<file path="src/rtl/rxq_pkg.sv">
package rxq_pkg;
  localparam int CHAR_W = 8;

  typedef struct packed {
    logic              brk;
    logic              par;
    logic              frm;
    logic [CHAR_W-1:0] char_v;
  } rxq_entry_t;

  localparam int ENTRY_W = $bits(rxq_entry_t);
endpackage

</file>
<file path="src/rtl/rxq_store.sv">
module rxq_store
  import rxq_pkg::*;
#(
  parameter int DEPTH = 16,
  localparam int AW = (DEPTH > 1) ? $clog2(DEPTH) : 1
) (
  input  logic          clk,
  input  logic          we,
  input  logic [AW-1:0] waddr,
  input  rxq_entry_t    wdata,
  input  logic [AW-1:0] raddr,
  output rxq_entry_t    rdata
);
  rxq_entry_t slot [DEPTH];

  for (genvar i = 0; i < DEPTH; i++) begin : g_slot
    logic hit;
    assign hit = we && (waddr == AW'(i));
    always_ff @(posedge clk) begin
      if (hit) slot[i] <= wdata;
    end
  end

  assign rdata = slot[raddr];
endmodule

</file>
<file path="src/rtl/rxq_ctrl.sv">
module rxq_ctrl #(
  parameter int DEPTH = 16,
  localparam int AW = (DEPTH > 1) ? $clog2(DEPTH) : 1,
  localparam int CW = $clog2(DEPTH + 1)
) (
  input  logic          clk,
  input  logic          rst_n,
  input  logic          q_en,
  input  logic          wr_valid,
  input  logic          rd_en,
  input  logic          ovr_clr,
  output logic          we,
  output logic          re,
  output logic [AW-1:0] wptr,
  output logic [AW-1:0] rptr,
  output logic          empty,
  output logic          full,
  output logic          overrun,
  output logic          mode_q,
  output logic [CW-1:0] fill
);
  localparam logic [AW-1:0] LAST = AW'(DEPTH - 1);

  logic          flush;
  logic [CW-1:0] cap;
  logic [AW-1:0] wptr_n, rptr_n;
  logic [CW-1:0] fill_n;
  logic          ovr_n;
  logic          lost;

  assign flush = (q_en != mode_q);
  assign cap   = mode_q ? CW'(DEPTH) : CW'(1);
  assign empty = (fill == '0);
  assign full  = (fill == cap);
  assign we    = wr_valid && !full && !flush;
  assign re    = rd_en && !empty && !flush;
  assign lost  = wr_valid && full && !flush;

  always_comb begin
    wptr_n = wptr;
    rptr_n = rptr;
    fill_n = fill;
    if (flush) begin
      wptr_n = '0;
      rptr_n = '0;
      fill_n = '0;
    end else begin
      if (we && mode_q) wptr_n = (wptr == LAST) ? '0 : wptr + AW'(1);
      if (re && mode_q) rptr_n = (rptr == LAST) ? '0 : rptr + AW'(1);
      case ({we, re})
        2'b10:   fill_n = fill + CW'(1);
        2'b01:   fill_n = fill - CW'(1);
        default: fill_n = fill;
      endcase
    end
  end

  always_comb begin
    ovr_n = overrun;
    if (ovr_clr) ovr_n = 1'b0;
    if (lost)    ovr_n = 1'b1;
  end

  always_ff @(posedge clk or negedge rst_n) begin
    if (!rst_n) begin
      wptr    <= '0;
      rptr    <= '0;
      fill    <= '0;
      overrun <= 1'b0;
      mode_q  <= 1'b0;
    end else begin
      wptr    <= wptr_n;
      rptr    <= rptr_n;
      fill    <= fill_n;
      overrun <= ovr_n;
      mode_q  <= q_en;
    end
  end
endmodule

</file>
<file path="src/rtl/rxq_top.sv">
module rxq_top
  import rxq_pkg::*;
#(
  parameter int DEPTH = 16,
  localparam int AW = (DEPTH > 1) ? $clog2(DEPTH) : 1,
  localparam int CW = $clog2(DEPTH + 1)
) (
  input  logic               clk,
  input  logic               rst_n,
  input  logic               q_en,
  input  logic               wr_valid,
  input  logic [CHAR_W-1:0]  wr_char,
  input  logic               wr_brk,
  input  logic               wr_par,
  input  logic               wr_frm,
  input  logic               rd_en,
  input  logic               ovr_clr,
  output logic [ENTRY_W-1:0] rd_word,
  output logic               empty,
  output logic               full,
  output logic               overrun
);
  logic          we, re, mode_q;
  logic [AW-1:0] wptr, rptr;
  logic [CW-1:0] fill;
  rxq_entry_t    wdata, rdata;
  logic [ENTRY_W-1:0] rd_q, rd_n;

  assign wdata = '{brk: wr_brk, par: wr_par, frm: wr_frm, char_v: wr_char};

  rxq_ctrl #(.DEPTH(DEPTH)) u_ctrl (
    .clk(clk), .rst_n(rst_n), .q_en(q_en), .wr_valid(wr_valid),
    .rd_en(rd_en), .ovr_clr(ovr_clr), .we(we), .re(re),
    .wptr(wptr), .rptr(rptr), .empty(empty), .full(full),
    .overrun(overrun), .mode_q(mode_q), .fill(fill)
  );

  rxq_store #(.DEPTH(DEPTH)) u_store (
    .clk(clk), .we(we), .waddr(wptr), .wdata(wdata),
    .raddr(rptr), .rdata(rdata)
  );

  always_comb begin
    rd_n = rd_q;
    if (re) rd_n = rdata;
  end

  always_ff @(posedge clk or negedge rst_n) begin
    if (!rst_n) rd_q <= '0;
    else        rd_q <= rd_n;
  end

  assign rd_word = rd_q;
endmodule

</file>
<file path="config.mk">
export PLATFORM = sky130hd
export DESIGN_NAME = rxq_top
export DESIGN_NICKNAME = d
export VERILOG_FILES = /design/src/rtl/rxq_pkg.sv /design/src/rtl/rxq_store.sv /design/src/rtl/rxq_ctrl.sv /design/src/rtl/rxq_top.sv
export SDC_FILE = /design/constraint.sdc
export NUM_CORES = 1
export LEC_CHECK = 0
export BUFFER_PORTS_ARGS = -buffer_cell sky130_fd_sc_hd__buf_2
export CAP_MARGIN = 20
export CORE_MARGIN = 2
export CORE_UTILIZATION = 64
export CTS_BUF_LIST = sky130_fd_sc_hd__clkbuf_8
export DETAILED_ROUTE_END_ITERATION = 10
export PLACE_DENSITY = 0.83
export SLEW_MARGIN = 10
export SYNTH_ARGS = -nofsm -noshare
export SYNTH_HDL_FRONTEND = slang
export SYNTH_SLANG_ARGS = --single-unit
</file>
<file path="constraint.sdc">
create_clock -name clk -period 3.7 [get_ports clk]
set_input_delay 0.37 -clock clk [delete_from_list [all_inputs] [get_ports clk]]
set_output_delay 0.37 -clock clk [all_outputs]
set_load 0.02 [all_outputs]
</file>
==> results of run 1 <==
==> cells in the final DEF, fill, tap and decap left out, types with 8 or more instances in the layout <==
master / count
o22ai_1: 23
ha_1: 9
buf_2: 30
mux2_2: 11
mux4_2: 44
inv_1: 21
dfrtp_1: 24
nand2_1: 9
a21oi_1: 17
and2_1: 8
clkbuf_8: 33
edfxtp_1: 176
==> worst reg2reg max path: stages (launching register included) <==
cell and delay, ps:
dfrtp_1 560, xor2_2 570, nor2_8 100, inv_4 130
ha_1 260, inv_1 100, fa_1 380, nor2b_1 160
o21ai_0 120, nor4b_1 170, or3_1 310, a21oi_1 120
==> cells by family (layout without fill, tap and decap cells) <==
kind of cell / after synthesis / count (layout) / share of synthesized area (%)
flip-flops: 202 / 202 / 72.7
AO/OA/AOI/OAI: 57 / 57 / 4.43
multiplexers: 56 / 56 / 13.8
AND/OR/NAND/NOR: 55 / 55 / 4.54
buffers and inverters: 32 / 100 / 1.98
adder cells (fa/ha/maj): 10 / 10 / 1.62
XOR/XNOR: 7 / 7 / 0.935
==> final cells by class <==
| cell class | instances | area [sq um] |
|---|---|---|
| multi-input combinational | 185 | 2080 |
| tap | 172 | 215 |
| clock inverter | 21 | 139 |
| fill | 770 | 3450 |
| inverter | 11 | 43.8 |
| sequential | 202 | 5940 |
| timing repair buffer | 35 | 203 |
| clock buffer | 33 | 454 |
==> flip-flops by register name, summed over array words and instances, names as in the netlist <==
| register | cells |
|---|---|
| u_ctrl.wptr | 4 |
| rd_word | 11 |
| u_ctrl.fill | 5 |
| u_ctrl.overrun | 1 |
| u_ctrl.mode_q | 1 |
| u_ctrl.rptr | 4 |
| u_store.slot | 176 |
==> final timing paths <==
| check | start | end | slack, ps | cells after the start |
|---|---|---|---|---|
| hold / removal | ovr_clr | u_ctrl.overrun | 30 | 2 |
| setup / recovery | u_ctrl.mode_q | u_ctrl.fill[4] | 640 | 11 |
| hold reg to reg | u_ctrl.overrun | u_ctrl.overrun | 530 | 2 |
| setup reg to reg | u_ctrl.mode_q | u_ctrl.fill[4] | 640 | 11 |
| max in group asynchronous | rst_n | u_ctrl.rptr[3] | 2900 | 2 |
| min in group asynchronous | rst_n | u_ctrl.rptr[0] | 380 | 2 |
==> routing by layer <==
layer	global-route usage, %	vias to the layer above	wire length, microns
met2	39.1	155	7910
li1	-	1804	-
met3	3.30	20	839
met5	0	-	0
met4	6.51	0	265
met1	35.4	2145	6460
==> power groups by stage <==
stage	sequential, W	clock [W]	combinational (W)
global route	0.00266	0.00187	0.000588
detailed placement	0.00270	0	0.000532
global placement	0.00270	0	0.000511
CTS	0.00266	0.00177	0.000535
floorplan	0.00274	0	0.000283
finish	0.00266	0.00174	0.000535
==> through the flow <==
| step | setup slack (ps) | total power [W] |
|---|---|---|
| 2_1_floorplan | 868 | 0.00303 |
| 3_3_place_gp | 805 | 0.00321 |
| 3_5_place_dp | 697 | 0.00324 |
| 4_1_cts | 675 | 0.00496 |
| 5_1_grt | 406 | 0.00512 |
| 6_report | 638 | 0.00494 |
==> metrics.md, run 1 <==
| Metric | Value |
|---|---|
| Final Non-Filler Cells | `659` |
| CTS resizes | `0` |
| Core Area | `12500 sq um` |
| CTS tree | `yes` |
| Die H | `around 120 microns` |
| NetSw | `0.00121 W` |
| Share of cells above drive strength 1 | `29.6%` |
| IO Port Bufs | `30` |
| Syn nets | `446` |
| GRT Total Usage | `24.0%` |
| Delay-heaviest family, CP | `simple AND/OR/NAND/NOR gates` |
| CTS buffer count | `30` |
| Worst path cell trace | `xor2_2 > nor2_8 > inv_4 > ha_1 > inv_1 > fa_1 > nor2b_1 > o21ai_0 > nor4b_1 > or3_1 > a21oi_1` |
| Yosys reg bits | `roughly 200` |
| Clock skew | `8.59 ps` |
| Hold WS | `29.4 ps` |
| RSZ-0062 raised after global routing | `no` |
| Critical path class | `flop to flop` |
| Initial DRC count | `338` |
| Post-route ant nets | `0` |
| Endpoints failing setup | `0` |
| Period minus WS final | `3060 ps` |
| Buf+Inv Stages, Crit Path | `2` |
| Max Cap Viol | `0` |
| Reg power frac | `roughly 54%` |
| Syn Area/Cell | `19.5 sq um` |
| Cells after synthesis | `~420` |
| First drt pass iteration count | `5` |
| Num Clock Sinks | `202` |
| Initial Utilization | `about two thirds` |
| DR vias | `4124` |
| DRC | `0` |
| Crit-path max cell delay | `570 ps` |
| Post-synth top cells | `176 x edfxtp_1, 44 x mux4_2, 26 x dfrtp_1` |
| Max Fclk | `about 330 MHz` |
| Clock share of power | `around a third` |
| Largest area contributor in the netlist | `edfxtp_1` |
| Fin Setup TNS | `0 ps` |
| PD cells | `around 540 nW/um^2` |
| Rows | `~40` |
| Initial antenna violation count | `0` |
| CTS clock-pin slew for the worst setup and hold paths | `60 ps` |
| Post-detail-place hpwl | `about 9400 microns` |
| Vias in the first global route | `4188` |
| Max Transition Viols Final | `0` |
| Crit path max-delay cell type | `xor2_2` |
| Dpl cells | `604` |
| WL/cell | `23.5 microns` |
| First-pass GRT wire length | `23900 microns` |
| Number of synthesized flops with an enable pin | `176` |
| Largest net degree at the start of global routing | `35` |
| Gr ovfl total | `0` |
| Rel. slew slack | `38.4%` |
| CTS Root Cell | `clkbuf_8` |
| Least-Margin Pin Slew | `924 ps` |
| GP Congestion | `0.898` |
| Yosys top cell area share | `64.7%` |
| Die span in x | `117 microns` |
| Worst setup SP type | `flop` |
| Antenna diodes | `0` |
| Htree depth | `1` |
| Clock Path Buffers | `3` |
| Final Util | `72.5%` |
| Internal power | `approximately 0.0037 W` |
| Switching Fraction | `24.5%` |
| Post-CTS Setup Bufs | `0` |
| Leakage | `just over 3 nW` |
| Final instance area | `9070 sq um` |
| Final hold violations | `0` |
| Crit path DAT | `3510 ps` |
| Routed WL | `15500 microns` |
| Worst hold path class | `primary input to flop` |
| Netlist cell types | `50` |
| FFs w/ async S/R, synth | `roughly an eighth` |
| Top-count cell post-synth | `edfxtp_1` |
| Avg Vias per Cell | `~6.3` |
| Post-Syn Area | `8160 sq um` |
| P&R area growth vs syn | `11.1%` |
| Post-DP Area | `roughly 8500 sq um` |
| Die area | `13700 sq um` |
| Fin crit share | `82.7%` |
| Io pins | `31` |
| Fin nets | `a little under 500` |
| Comb power frac | `10.8%` |
| Worst Path Required | `~4200 ps` |
| Hold_buf cts | `1` |
| Critical path endpoint category | `flop` |
| CP Max Fanout | `10` |
| Area contributors post-synth | `edfxtp_1 65%, mux4_2 12%, dfrtp_1 8.0%` |
| Status | `completed` |
| Skew-Pair Late Insertion Delay | `530 ps` |
| Sequential area share after synthesis | `72.7%` |
| Synth Flop Type | `edfxtp_1` |
| Synthesis warning total | `0` |
| Maximum vdd drop | `443 uV` |
(Power assumes the default switching activity.)
==> inputs of run 2 (changes only) <==
==> constraint.sdc (replaced) <==
create_clock -name clk -period 3 [get_ports clk]
set_input_delay 0.3 -clock clk [delete_from_list [all_inputs] [get_ports clk]]
set_output_delay 0.3 -clock clk [all_outputs]
set_load 0.02 [all_outputs]
==> metrics.md, run 2 (synthesis results as in run 1) <==
| Metric | Value |
|---|---|
| Initial DRC count | `313` |
| Switching Fraction | `25.3%` |
| Core Area | `12500 sq um` |
| Status | `completed` |
| Maximum vdd drop | `477 uV` |
| CTS clock-pin slew for the worst setup and hold paths | `70 ps` |
| First-pass GRT wire length | `roughly 24000 microns` |
| Leakage | `3.11 nW` |
| PnR worst setup slack | `112 ps` |
| CP Max Fanout | `8` |
| Io pins | `31` |
| Total power | `0.00609 W` |
| Max Cap Viol | `0` |
| Rel. slew slack | `a little over two fifths` |
| Commonest non-fill, non-tap cells in the layout | `176 x edfxtp_1, 44 x mux4_2, 37 x clkbuf_8` |
| Reg2reg end | `u_ctrl.fill[4]` |
| Initial antenna violation count | `0` |
| Die area | `13700 sq um` |
| Antenna diodes | `0` |
| Endpoints failing setup | `0` |
| Die span in x | `117 microns` |
| Max Fclk | `roughly 350 MHz` |
| Fin nets | `505` |
| Clock Path Buffers | `3` |
| HP Start | `wr_valid` |
| Routed WL | `roughly 16000 microns` |
| Worst hold path class | `primary input to flop` |
| Dpl cells | `~620` |
| Setup crit start | `u_ctrl.mode_q` |
| Crit path DAT | `3360 ps` |
| Post-DP Area | `8560 sq um` |
| Gr ovfl total | `0` |
| Share of cells above drive strength 1 | `32.5%` |
| FILL cells | `734` |
| Worst Path Required | `about 3500 ps` |
| End of the critical path | `u_ctrl.fill[4]` |
| Least-Margin Pin Slew | `856 ps` |
| Worst setup SP type | `flop` |
| CTS buffer count | `30` |
| Post-route ant nets | `0` |
| CTS Root Cell | `clkbuf_8` |
| Internal power | `0.00455 W` |
| P&R area growth vs syn | `12.9%` |
| Initial Utilization | `65.2%` |
| Die H | `roughly 120 microns` |
| Max Transition Viols Final | `0` |
| Critical path endpoint category | `flop` |
| Comb power frac | `between 10% and 20%` |
| PD cells | `661 nW/um^2` |
| Most common cell after layout, fill and taps aside | `edfxtp_1` |
| Skew-Pair Late Insertion Delay | `550 ps` |
| GP Congestion | `0.805` |
| R2r worst-path depth | `13` |
| Critical path class | `flop to flop` |
| Clock skew | `26.4 ps` |
| Fin Setup TNS | `0 ps` |
| Htree depth | `1` |
| First drt pass iteration count | `5` |
| Launch point of the worst reg-to-reg path | `u_ctrl.mode_q` |
| Max reg flops | `around 180` |
| Final Non-Filler Cells | `roughly 670` |
| Avg Vias per Cell | `between 6 and 7` |
| Final hold violations | `0` |
| WL/cell | `23.3 microns` |
| NetSw | `0.00154 W` |
| Largest net degree at the start of global routing | `27` |
| DP Worst Slack | `68.0 ps` |
| R2R Setup Slk | `approximately 110 ps` |
| Final instance area | `9210 sq um` |
| Post-detail-place hpwl | `9970 microns` |
| CTS tree | `yes` |
| Largest register by flop count | `u_store.slot` |
| DR vias | `4242` |
| Num Clock Sinks | `202` |
| Vias in the first global route | `4316` |
| IO Port Bufs | `30` |
| Reg power frac | `around 54%` |
| Rows | `41` |
| DRC | `0` |
| Fin crit share | `96.3%` |
| Period minus WS final | `2890 ps` |
| GRT Total Usage | `between 20% and 30%` |
| Clock share of power | `34.7%` |
==> run 2: timing repair <==
| action | 4_1_cts | 5_1_grt |
|---|---|---|
| resized for setup | 0 | 5 |
| endpoints found under the hold margin | 28 | 0 |
| buffers inserted | 0 | 0 |
| endpoints found under the setup margin | 0 | 1 |
| hold buffers | 3 | 0 |
==> run 2: routing by layer <==
layer	GRT usage, %	part of all wire (%)
met1	34.3	38
met2	40.3	51
met3	4.27	8.3
met4	6.98	2.1
met5	0	0
==> run 2: how the worst min path moves through the flow <==
| stage | endpoint | cells after the start | slack [ps] |
|---|---|---|---|
| after floorplan | rd_word[0] | 0 | 4 |
| after global placement | u_ctrl.rptr[1] | 1 | 330 |
| after detailed placement | u_ctrl.rptr[1] | 1 | 340 |
| after CTS | u_ctrl.overrun | 3 | 40 |
| after global routing | u_ctrl.overrun | 3 | 60 |
| final | u_ctrl.overrun | 3 | 60 |
==> run 2: layout make-up <==
class                      instances  area [sq um]  area share [%]
clock buffer                      37           509            5.53
clock inverter                    19          88.8           0.964
inverter                          11          43.8           0.475
multi-input combinational        185          2100            22.8
sequential                       202          5940            64.5
tap                              172           215            2.34
timing repair buffer              48           318            3.45
==> run 2: worst max-delay path: stages, from the launching register on <==
cell	delay, ps
dfrtp_2	500
nor3b_4	260
o21ai_4	110
nand2_4	130
nor2_8	50
inv_4	100
ha_2	240
inv_1	100
fa_1	410
nor2b_1	180
o21ai_0	130
a211oi_1	310
o21ai_0	150
a21oi_1	150
==> run 2: stage by stage <==
stage          util [%]  hold slack, ps
2_1_floorplan         -            4.41
3_3_place_gp       68.4             331
3_5_place_dp       68.4             345
4_1_cts            73.4            40.3
5_1_grt            73.6            62.7
6_report           73.6            63.2
==> run 2: power groups by stage <==
| stage | logic [W] | registers [W] | clock network, W |
|---|---|---|---|
| after global routing | 0.000760 | 0.00328 | 0.00227 |
| final | 0.000704 | 0.00328 | 0.00211 |
| after global placement | 0.000645 | 0.00332 | 0 |
| after detailed placement | 0.000680 | 0.00333 | 0 |
| after floorplan | 0.000349 | 0.00338 | 0 |
| after CTS | 0.000689 | 0.00327 | 0.00215 |
==> inputs of run 3 (changes only) <==
--- a/config.mk
+++ b/config.mk
@@ -15,4 +15,5 @@
 export SLEW_MARGIN = 10
 export SYNTH_ARGS = -nofsm -noshare
 export SYNTH_HDL_FRONTEND = slang
+export SYNTH_HIERARCHICAL = 1
 export SYNTH_SLANG_ARGS = --single-unit
==> constraint.sdc (replaced) <==
create_clock -name clk -period 3 [get_ports clk]
set_input_delay 0.15 -clock clk [delete_from_list [all_inputs] [get_ports clk]]
set_output_delay 0.15 -clock clk [all_outputs]
set_load 0.02 [all_outputs]
==> metrics.md, run 3 <==
| Metric | Value |
|---|---|
| Status | `completed` |
| Htree depth | `2` |
| Final Non-Filler Cells | `703` |
| Crit path DAT | `about 3100 ps` |
| Hold EP | `u_store/slot[12][1]` |
| Core Area | `12700 sq um` |
| P&R area growth vs syn | `13.1%` |
| FILL cells | `724` |
| Io pins | `31` |
| CP Max Fanout | `7` |
| Initial antenna violation count | `0` |
| Yosys reg bits | `202` |
| RSZ-0062 raised after global routing | `no` |
| Most common cell after layout, fill and taps aside | `edfxtp_1` |
| Initial DRC count | `407` |
| R2r worst-path depth | `10` |
| Netlist cell types | `53` |
| Post-Syn Area | `8310 sq um` |
| First drt pass iteration count | `6` |
| Routed WL | `16400 microns` |
| PD cells | `a little over 700 nW/um^2` |
| Commonest non-fill, non-tap cells in the layout | `176 x edfxtp_1, 34 x clkbuf_8, 30 x buf_2` |
| Sequential area share after synthesis | `71.5%` |
| CTS clock-pin slew for the worst setup and hold paths | `60 ps` |
| Critical path endpoint category | `flop` |
| Maximum vdd drop | `around 460 uV` |
| Synth Flop Type | `edfxtp_1` |
| Clock skew | `16.5 ps` |
| CTS Root Cell | `clkbuf_8` |
| Fin nets | `530` |
| HP Start | `wr_char[1]` |
| Critical path class | `flop to flop` |
| Worst Path Required | `3360 ps` |
| First-pass GRT wire length | `25700 microns` |
| Worst hold path class | `primary input to flop` |
| DR vias | `4396` |
| Post-CTS Setup Bufs | `0` |
| NetSw | `about 0.0018 W` |
| DRC | `0` |
| Max Transition Viols Final | `0` |
| Top-count cell post-synth | `edfxtp_1` |
| Fin Setup TNS | `0 ps` |
| Number of synthesized flops with an enable pin | `176` |
| Fin crit share | `92.1%` |
| Area contributors post-synth | `edfxtp_1 64%, dfrtp_1 7.8%, mux4_1 6.6%` |
| Clock Path Buffers | `3` |
| Synthesis warning total | `6` |
| Switching Fraction | `27.2%` |
| Rows | `41` |
| Period minus WS final | `2760 ps` |
| Final hold violations | `0` |
| Share of cells above drive strength 1 | `27.7%` |
| Internal power | `0.00496 W` |
| Dpl cells | `639` |
| Max Cap Viol | `0` |
| Largest area contributor in the netlist | `edfxtp_1` |
| Skew-Pair Late Insertion Delay | `500 ps` |
| GP Congestion | `0.803` |
| Clock share of power | `roughly 32%` |
| Avg Vias per Cell | `6.25` |
| Die area | `13900 sq um` |
| Cells after synthesis | `431` |
| Leakage | `3.28 nW` |
| Largest register by flop count | `u_store/slot` |
| Launch point of the worst reg-to-reg path | `u_ctrl/fill[1]` |
| Endpoints failing setup | `0` |
| Least-Margin Pin Slew | `976 ps` |
| Hold depth | `1` |
| Num Clock Sinks | `202` |
| Largest net degree at the start of global routing | `30` |
| Antenna diodes | `0` |
| Rel. slew slack | `34.7%` |
| Post-DP Area | `8730 sq um` |
| IO Port Bufs | `30` |
| Max reg flops | `176` |
| Die H | `118 microns` |
| Yosys top cell area share | `63.6%` |
| Reg power frac | `between 40% and 50%` |
| R2R Setup Slk | `between 200 and 250 ps` |
| Final instance area | `9390 sq um` |
| FFs w/ async S/R, synth | `between 10% and 20%` |
| Comb power frac | `18.9%` |
| CTS buffer count | `34` |
| Post-route ant nets | `0` |
| Post-synth top cells | `176 x edfxtp_1, 27 x nand2_1, 26 x dfrtp_1` |
| Vias in the first global route | `4485` |
| Max Fclk | `362 MHz` |
| Die span in x | `118 microns` |
| Syn Area/Cell | `19.3 sq um` |
| Gr ovfl total | `0` |
| Reg2reg end | `u_ctrl/fill[4]` |
| GRT Total Usage | `about a quarter` |
| Initial Utilization | `65.6%` |
| CTS tree | `yes` |
| Worst setup SP type | `flop` |
| Post-detail-place hpwl | `10600 microns` |
| Syn nets | `454` |
| WL/cell | `about 23 microns` |
[run 3: logic make-up after synthesis]
group	synth area share, %
compound gates	4.59
xor+xnor	0.738
fa+ha+maj	0.994
buf+inv	2.12
flops	71.5
mux	15.2
simple gates	4.91
[run 3: worst max-delay path by stage]
stage                   start                 end  slack (ps)
5_1_grt        u_ctrl/fill[1]      u_ctrl/fill[4]          20
2_1_floorplan  u_ctrl/fill[4]  u_store/slot[0][0]          40
6_report       u_ctrl/fill[1]      u_ctrl/fill[4]         240
3_5_place_dp   u_ctrl/fill[4]  u_store/slot[0][2]         280
3_3_place_gp   u_ctrl/fill[1]      u_ctrl/fill[4]         420
4_1_cts        u_ctrl/fill[4]  u_store/slot[0][9]         250
[run 3: metrics by stage]
step | total power (W) | util (%) | setup WS (ps) | hold slack (ps)
5_1_grt | 0.00710 | 74.1 | 20.7 | 21.6
2_1_floorplan | 0.00431 | - | 43.9 | -146
6_report | 0.00681 | 74.1 | 238 | 24.6
3_5_place_dp | 0.00464 | 68.9 | 277 | 188
4_1_cts | 0.00684 | 74.1 | 253 | 13.4
3_3_place_gp | 0.00458 | 68.9 | 421 | 178
[run 3: area by class of cell]
| class | count | area, sq um | area share [%] |
|---|---|---|---|
| Sequential cell | 202 | 5940 | 63.2 |
| Multi-Input combinational cell | 205 | 2210 | 23.6 |
| Clock buffer | 34 | 468 | 4.98 |
| Timing Repair Buffer | 59 | 390 | 4.16 |
| Tap cell | 172 | 215 | 2.29 |
| Clock inverter | 26 | 150 | 1.60 |
| Inverter | 5 | 18.8 | 0.200 |
[run 3: timing repair]
item / in CTS / in global routing
gates resized for setup: 0 / 1
hold buffers: 4 / 0
setup endpoints to repair: 0 / 1
hold endpoints to repair: 28 / 0
[run 3: critical path, cell delays in order (launching register included)]
cell      delay, ps
dfrtp_1         410
nor3_1          430
o21ai_4         180
nand2_1         230
nand3_1         160
fa_1            410
nand2b_1        170
a21oi_1         160
and4_1          230
o21ai_0          70
nor3b_2         170
[run 3: routing by layer]
layer	track usage (%)	share of wire [%]	up-vias
met2	39.3	49	201
met3	5.81	7.6	18
met1	35.0	42	2259
met5	0	0	-
li1	-	-	1918
met4	6.85	1.2	0
[run 3: power groups by stage]
stage	Sequential [W]	Clock [W]	Combinational, W
finish	0.00331	0.00221	0.00128
detailed placement	0.00337	0	0.00127
global placement	0.00336	0	0.00122
floorplan	0.00342	0	0.000884
global route	0.00333	0.00239	0.00138
CTS	0.00332	0.00225	0.00128
